`src/rtl/coef_row_store.sv`:
```
module coef_row_store #(
  parameter int ROWS   = 32,
  parameter int CW     = 11,
  parameter int NC     = 4,
  parameter int WORD_W = 16,
  localparam int AW    = $clog2(ROWS),
  localparam int FRAME = NC * WORD_W,
  localparam int BIT_W = $clog2(FRAME),
  localparam int OW    = NC * CW
) (
  input  logic          clk,
  input  logic          rst_n,
  input  logic          ser_clk,
  input  logic          ser_din,
  input  logic          ser_en_n,
  input  logic [AW-1:0] rd_row,
  input  logic          rd_load_n,
  output logic [OW-1:0] coef_out,
  output logic          wr_stb,
  output logic [AW-1:0] wr_row
);

  logic [2:0]       sclk_q;
  logic [1:0]       sdin_q;
  logic [1:0]       sen_q;
  logic             sen_d;
  logic             armed;
  logic [BIT_W-1:0] bit_cnt;
  logic [FRAME-2:0] shreg;
  logic [OW-1:0]    mem [ROWS];
  logic [AW-1:0]    addr_q;
  logic [OW-1:0]    new_vec;

  wire sen_s     = sen_q[1];
  wire sclk_rise = sclk_q[1] & ~sclk_q[2];
  wire shift     = sclk_rise & armed & ~sen_s;
  wire last_bit  = shift && (bit_cnt == BIT_W'(FRAME - 1));

  wire [FRAME-1:0] frame   = {shreg, sdin_q[1]};
  wire [AW-1:0]    new_row = frame[FRAME-1 -: AW];

  for (genvar k = 0; k < NC; k++) begin : g_field
    assign new_vec[k*CW +: CW] = frame[k*WORD_W +: CW];
  end

  always_ff @(posedge clk) begin
    if (!rst_n) begin
      sclk_q <= '0;
      sdin_q <= '0;
      sen_q  <= '0;
      sen_d  <= 1'b0;
      armed  <= 1'b0;
    end else begin
      sclk_q <= {sclk_q[1:0], ser_clk};
      sdin_q <= {sdin_q[0], ser_din};
      sen_q  <= {sen_q[0], ser_en_n};
      sen_d  <= sen_s;
      if (sen_s)      armed <= 1'b0;
      else if (sen_d) armed <= 1'b1;
    end
  end

  always_ff @(posedge clk) begin
    if (!rst_n) begin
      bit_cnt <= '0;
      shreg   <= '0;
      wr_stb  <= 1'b0;
      wr_row  <= '0;
      for (int r = 0; r < ROWS; r++) mem[r] <= '0;
    end else begin
      wr_stb <= last_bit;
      if (shift) begin
        shreg   <= frame[FRAME-2:0];
        bit_cnt <= last_bit ? '0 : bit_cnt + 1'b1;
      end
      if (last_bit) begin
        mem[new_row] <= new_vec;
        wr_row       <= new_row;
      end
    end
  end

  always_ff @(posedge clk) begin
    if (!rst_n) begin
      addr_q   <= '0;
      coef_out <= '0;
    end else begin
      if (!rd_load_n) addr_q <= rd_row;
      coef_out <= mem[addr_q];
    end
  end

endmodule

```
`config.mk`:
```
export PLATFORM = sky130hd
export DESIGN_NAME = coef_row_store
export DESIGN_NICKNAME = d
export VERILOG_FILES = /design/src/rtl/coef_row_store.sv
export SDC_FILE = /design/constraint.sdc
export NUM_CORES = 2
export LEC_CHECK = 0
export ABC_AREA = 1
export BUFFER_PORTS_ARGS = -buffer_cell sky130_fd_sc_hd__buf_2
export CORE_MARGIN = 1
export CORE_UTILIZATION = 45
export DETAILED_ROUTE_END_ITERATION = 12
export SLEW_MARGIN = 20
export SYNTH_ARGS = -nofsm -noshare
export SYNTH_HDL_FRONTEND = slang
export SYNTH_SLANG_ARGS = --single-unit
export TNS_END_PERCENT = 5
```
`constraint.sdc`:
```
create_clock -name clk -period 8.9 [get_ports clk]
set_clock_uncertainty 0.05 [all_clocks]
set_input_delay 0.445 -clock clk [delete_from_list [all_inputs] [get_ports clk]]
set_output_delay 0.445 -clock clk [all_outputs]
set_load 0.05 [all_outputs]
```
==> results.toml <==
[worst_setup_path]
timing.critical_path.from = "bit_cnt[0]$_SDFFE_PN0P_"
timing.critical_path.to = "mem[24][6]$_SDFFCE_PN0P_"
critical-path-top-delay-family = "simple AND/OR/NAND/NOR gates"
reg2reg_from = "bit_cnt[0]$_SDFFE_PN0P_"
timing.critical_path.mode_cell = "sky130_fd_sc_hd__buf_4"
crit_cells = 10
worstSetupPathType = "reg2reg"
worst_ep_required_time_ns = 9.29
setup.worst_path.end_class = "register"
path_cells = "ha_1, nand3_2, nor2_4, nand4_4, nor2_8, buf_4, nand3_2, buf_4, nand2_2, buf_4"
cp_num_buf_inv = 3
timing.critical_path.slowest_stage_cell = "sky130_fd_sc_hd__nand3_2"
crit_arrival_ns = 4.73
logic_depth_of_the_worst_register_to_register_path = 10
ff2ff_setup_slack_ns = 4.56
kind_of_start_point_of_the_critical_path = "register"
critPathMaxFanout = 44
cpPeakStageDelay_ns = 0.68
rr_endpoint = "mem[24][6]$_SDFFCE_PN0P_"

[yosys]
synthDominantAreaCellType = "sky130_fd_sc_hd__edfxtp_1"
synth_seq_cells = 1541
yosysSeqAreaShare_pct = 66.6
syn_area_per_cell_um2 = 9.71
cells_after_synth = 6953
synth.area.top_cells = "sky130_fd_sc_hd__edfxtp_1 63%, sky130_fd_sc_hd__nand2_1 9.9%, sky130_fd_sc_hd__nor2_1 9.6%"
mappedNetlistNets = 6965
netlist_area_um2 = 67500
yosysUniqueCellTypes = 27
synth_top_area_share_pct = 62.7
yosys_warnings = 0

[cells_and_area]
fillers = 13500
synthToLayoutAreaGrowth_pct = 9.56
final_stage_net_count = 6669
multiInputGateArea_um2 = 20000
drive_gt1_share_pct = 7.36
area.sequential_um2 = 45000

[sta]
final_period_minus_worst_setup_slack_ns = 4.34
hold_violations = 0
whs_ns = 0.132
finalCritPeriodShare_pct = 48.7
report.final.slew_viol_count = 0
setup_viol = 0
tightest_slew_ns = 1.15
maxClockFrequency_mhz = 231
rsz_0062_raised_after_global_routing = "no"
timing.setup.tns_ns = 0
post-route-worst-setup-slack_ns = 4.56
slew_headroom_pct = 23.0

[die]
core_area_um2 = 148000
num_io_pins = 61
fp.dieW_um = 389
floorplan.initialDensity_pct = 45.5
die-area_um2 = 152000
rows = 141
die_height_um = 389

[clock_network]
clock_tree_from_tritoncts = "built"
cts-buffers-inserted = 162
clock_insertion_delay_worst_skew_ns = 0.82
maximum_clock_insertion_buffer_count = 3
cts.repair.resized = 0
cts.root.buffer_cell = "sky130_fd_sc_hd__clkbuf_16"
htree_num_levels = 4
tritoncts_num_sinks = 1541
cts.reportedPaths.clkPinSlew_ns = 0.06

[global_route]
via_count_of_the_first_global_routing_pass = 45700
overflow_left_after_global_routing = 0
maximum_number_of_pins_on_one_net_before_global_route_repair = 191
global_route_wire_length_before_repair_um = 309000
overall_global_routing_resource_usage_pct = 27.9
grt_antenna_before_repair = 9

[placed_design]
place_hpwl_um = 122000
finalWeightedCongestion = 0.890
place.port_buffers = 60
post-place-ws_ns = 4.13

[route]
drtIter0Drc = 6169
routedWlPerCell_um = 24.4
via_count = 49600
antenna_violating_nets_post_route = 0
drc_errors = 0
drt_pre_antenna_iters = 6
route.final.wire_length_um = 215000
avgViaCountPerCell = 5.64

[hold_path]
hp-class = "in2reg"
instance_count_along_the_most_critical_hold_path = 3

[power]
power-per-cell-area_nw_per_um2 = 224
ir_drop_mv = 0.161
p_leak_nw = 25.6
design_power_total_mw = 16.5

[job]
drv.max_cap_violation_count = 0

[run_status]
outcome = "completed"
## kinds of logic after synthesis
| kind of cell | synth area share (%) |
|---|---|
| AO/OA/AOI/OAI | 1.88 |
| adder cells (fa/ha/maj) | 0.0185 |
| XOR/XNOR | 0.0260 |
| flip-flops | 66.6 |
| buffers and inverters | 4.03 |
| AND/OR/NAND/NOR | 27.4 |
## where the power goes
part	total [mW]	leakage, nW	internal (mW)	switching [mW]
clock	6.72	2.54	3.80	2.92
sequential	8.35	14.4	8.23	0.116
combinational	1.46	8.65	0.321	1.14
## final cells by class
class / instances / area share, %
diodes: 1 / 0.00338
clock buffers: 220 / 6.11
clock inverters: 79 / 0.899
inverters: 69 / 0.384
multi-input cells: 4748 / 27.1
flip-flops and latches: 1541 / 60.8
well taps: 2002 / 3.39
repair buffers: 135 / 1.30
## repair_timing
| action | CTS | global route |
|---|---|---|
| hold buffers | 11 | 0 |
| hold endpoints to repair | 8 | 0 |
| setup buffers | 0 | 0 |
## worst min path at each step
stage | startpoint | to
floorplan | sclk_q[0]$_SDFF_PN0_ | sclk_q[1]$_SDFF_PN0_
CTS | rst_n | coef_out[38]$_SDFF_PN0_
finish | rst_n | shreg[55]$_SDFFE_PN0P_
global placement | sen_q[0]$_SDFF_PN0_ | sen_q[1]$_SDFF_PN0_
detailed placement | sclk_q[0]$_SDFF_PN0_ | sclk_q[1]$_SDFF_PN0_
global route | rst_n | coef_out[38]$_SDFF_PN0_
## cells in the mapped netlist
master,n
sky130_fd_sc_hd__a21oi_1,64
sky130_fd_sc_hd__buf_1,55
sky130_fd_sc_hd__buf_2,165
sky130_fd_sc_hd__buf_6,3
sky130_fd_sc_hd__clkbuf_1,372
sky130_fd_sc_hd__clkinv_1,4
sky130_fd_sc_hd__dfxtp_1,133
sky130_fd_sc_hd__edfxtp_1,1408
sky130_fd_sc_hd__ha_1,1
sky130_fd_sc_hd__inv_1,59
sky130_fd_sc_hd__inv_2,6
sky130_fd_sc_hd__nand2_1,1772
sky130_fd_sc_hd__nand3_1,953
sky130_fd_sc_hd__nand3_2,11
sky130_fd_sc_hd__nand3_4,21
sky130_fd_sc_hd__nand4_4,1
sky130_fd_sc_hd__nor2_1,1717
sky130_fd_sc_hd__nor2_2,4
sky130_fd_sc_hd__nor2_4,1
sky130_fd_sc_hd__nor2_8,1
sky130_fd_sc_hd__nor3_1,2
sky130_fd_sc_hd__nor3_2,6
sky130_fd_sc_hd__nor3_4,1
sky130_fd_sc_hd__o21ai_0,190
sky130_fd_sc_hd__or2_2,1
sky130_fd_sc_hd__xnor2_1,1
sky130_fd_sc_hd__xor2_1,1
## flip-flops by register name (all words and copies together), names as in the netlist, 2 cells and up
register,cells
mem,1408
sclk_q,3
addr_q,5
wr_row,5
shreg,63
sdin_q,2
sen_q,2
coef_out,44
bit_cnt,6
## per-stage QoR
| step | util [%] | std cells | cell area, µm² |
|---|---|---|---|
| final | 49.8 | 8795 | 73900 |
| after global routing | 49.8 | 8794 | 73900 |
| after CTS | 49.8 | 8794 | 73900 |
| after detailed placement | 46.2 | 8484 | 68600 |
| after global placement | 46.2 | 8484 | 68500 |
| after floorplan | - | 6953 | 67500 |
## worst reg2reg max path: stages (launching register included)
cell	delay [ns]
sky130_fd_sc_hd__dfxtp_1	0.37
sky130_fd_sc_hd__ha_1	0.18
sky130_fd_sc_hd__nand3_2	0.12
sky130_fd_sc_hd__nor2_4	0.15
sky130_fd_sc_hd__nand4_4	0.13
sky130_fd_sc_hd__nor2_8	0.49
sky130_fd_sc_hd__buf_4	0.54
sky130_fd_sc_hd__nand3_2	0.69
sky130_fd_sc_hd__buf_4	0.52
sky130_fd_sc_hd__nand2_2	0.10
sky130_fd_sc_hd__buf_4	0.57
## cell usage in the layout, fill, tap and decap left out, types with 7 or more instances in the layout
cell type,Yosys,routed
sky130_fd_sc_hd__a21oi_1,64,64
sky130_fd_sc_hd__buf_2,165,59
sky130_fd_sc_hd__buf_4,0,59
sky130_fd_sc_hd__bufinv_16,0,8
sky130_fd_sc_hd__clkbuf_1,372,39
sky130_fd_sc_hd__clkbuf_16,0,167
sky130_fd_sc_hd__clkbuf_8,0,14
sky130_fd_sc_hd__clkinv_1,4,24
sky130_fd_sc_hd__clkinv_2,0,29
sky130_fd_sc_hd__dfxtp_1,133,128
sky130_fd_sc_hd__dlygate4sd3_1,0,11
sky130_fd_sc_hd__edfxtp_1,1408,1408
sky130_fd_sc_hd__inv_1,59,15
sky130_fd_sc_hd__inv_2,6,49
sky130_fd_sc_hd__inv_6,0,7
sky130_fd_sc_hd__nand2_1,1772,1739
sky130_fd_sc_hd__nand2_2,0,8
sky130_fd_sc_hd__nand2_4,0,25
sky130_fd_sc_hd__nand3_1,953,952
sky130_fd_sc_hd__nand3_2,11,11
sky130_fd_sc_hd__nand3_4,21,22
sky130_fd_sc_hd__nor2_1,1717,1717
sky130_fd_sc_hd__o21ai_0,190,190
## per-layer routing
metal | up-vias | track usage, % | part of all wire [%]
met1 | 24100 | 37.8 | 39
met5 | - | 0 | 0.018
li1 | 22500 | - | -
met2 | 2576 | 44.0 | 47
met3 | 432 | 4.53 | 9.2
met4 | 8 | 12.8 | 4.5
No activity file was read; power rests on OpenSTA's default activity.
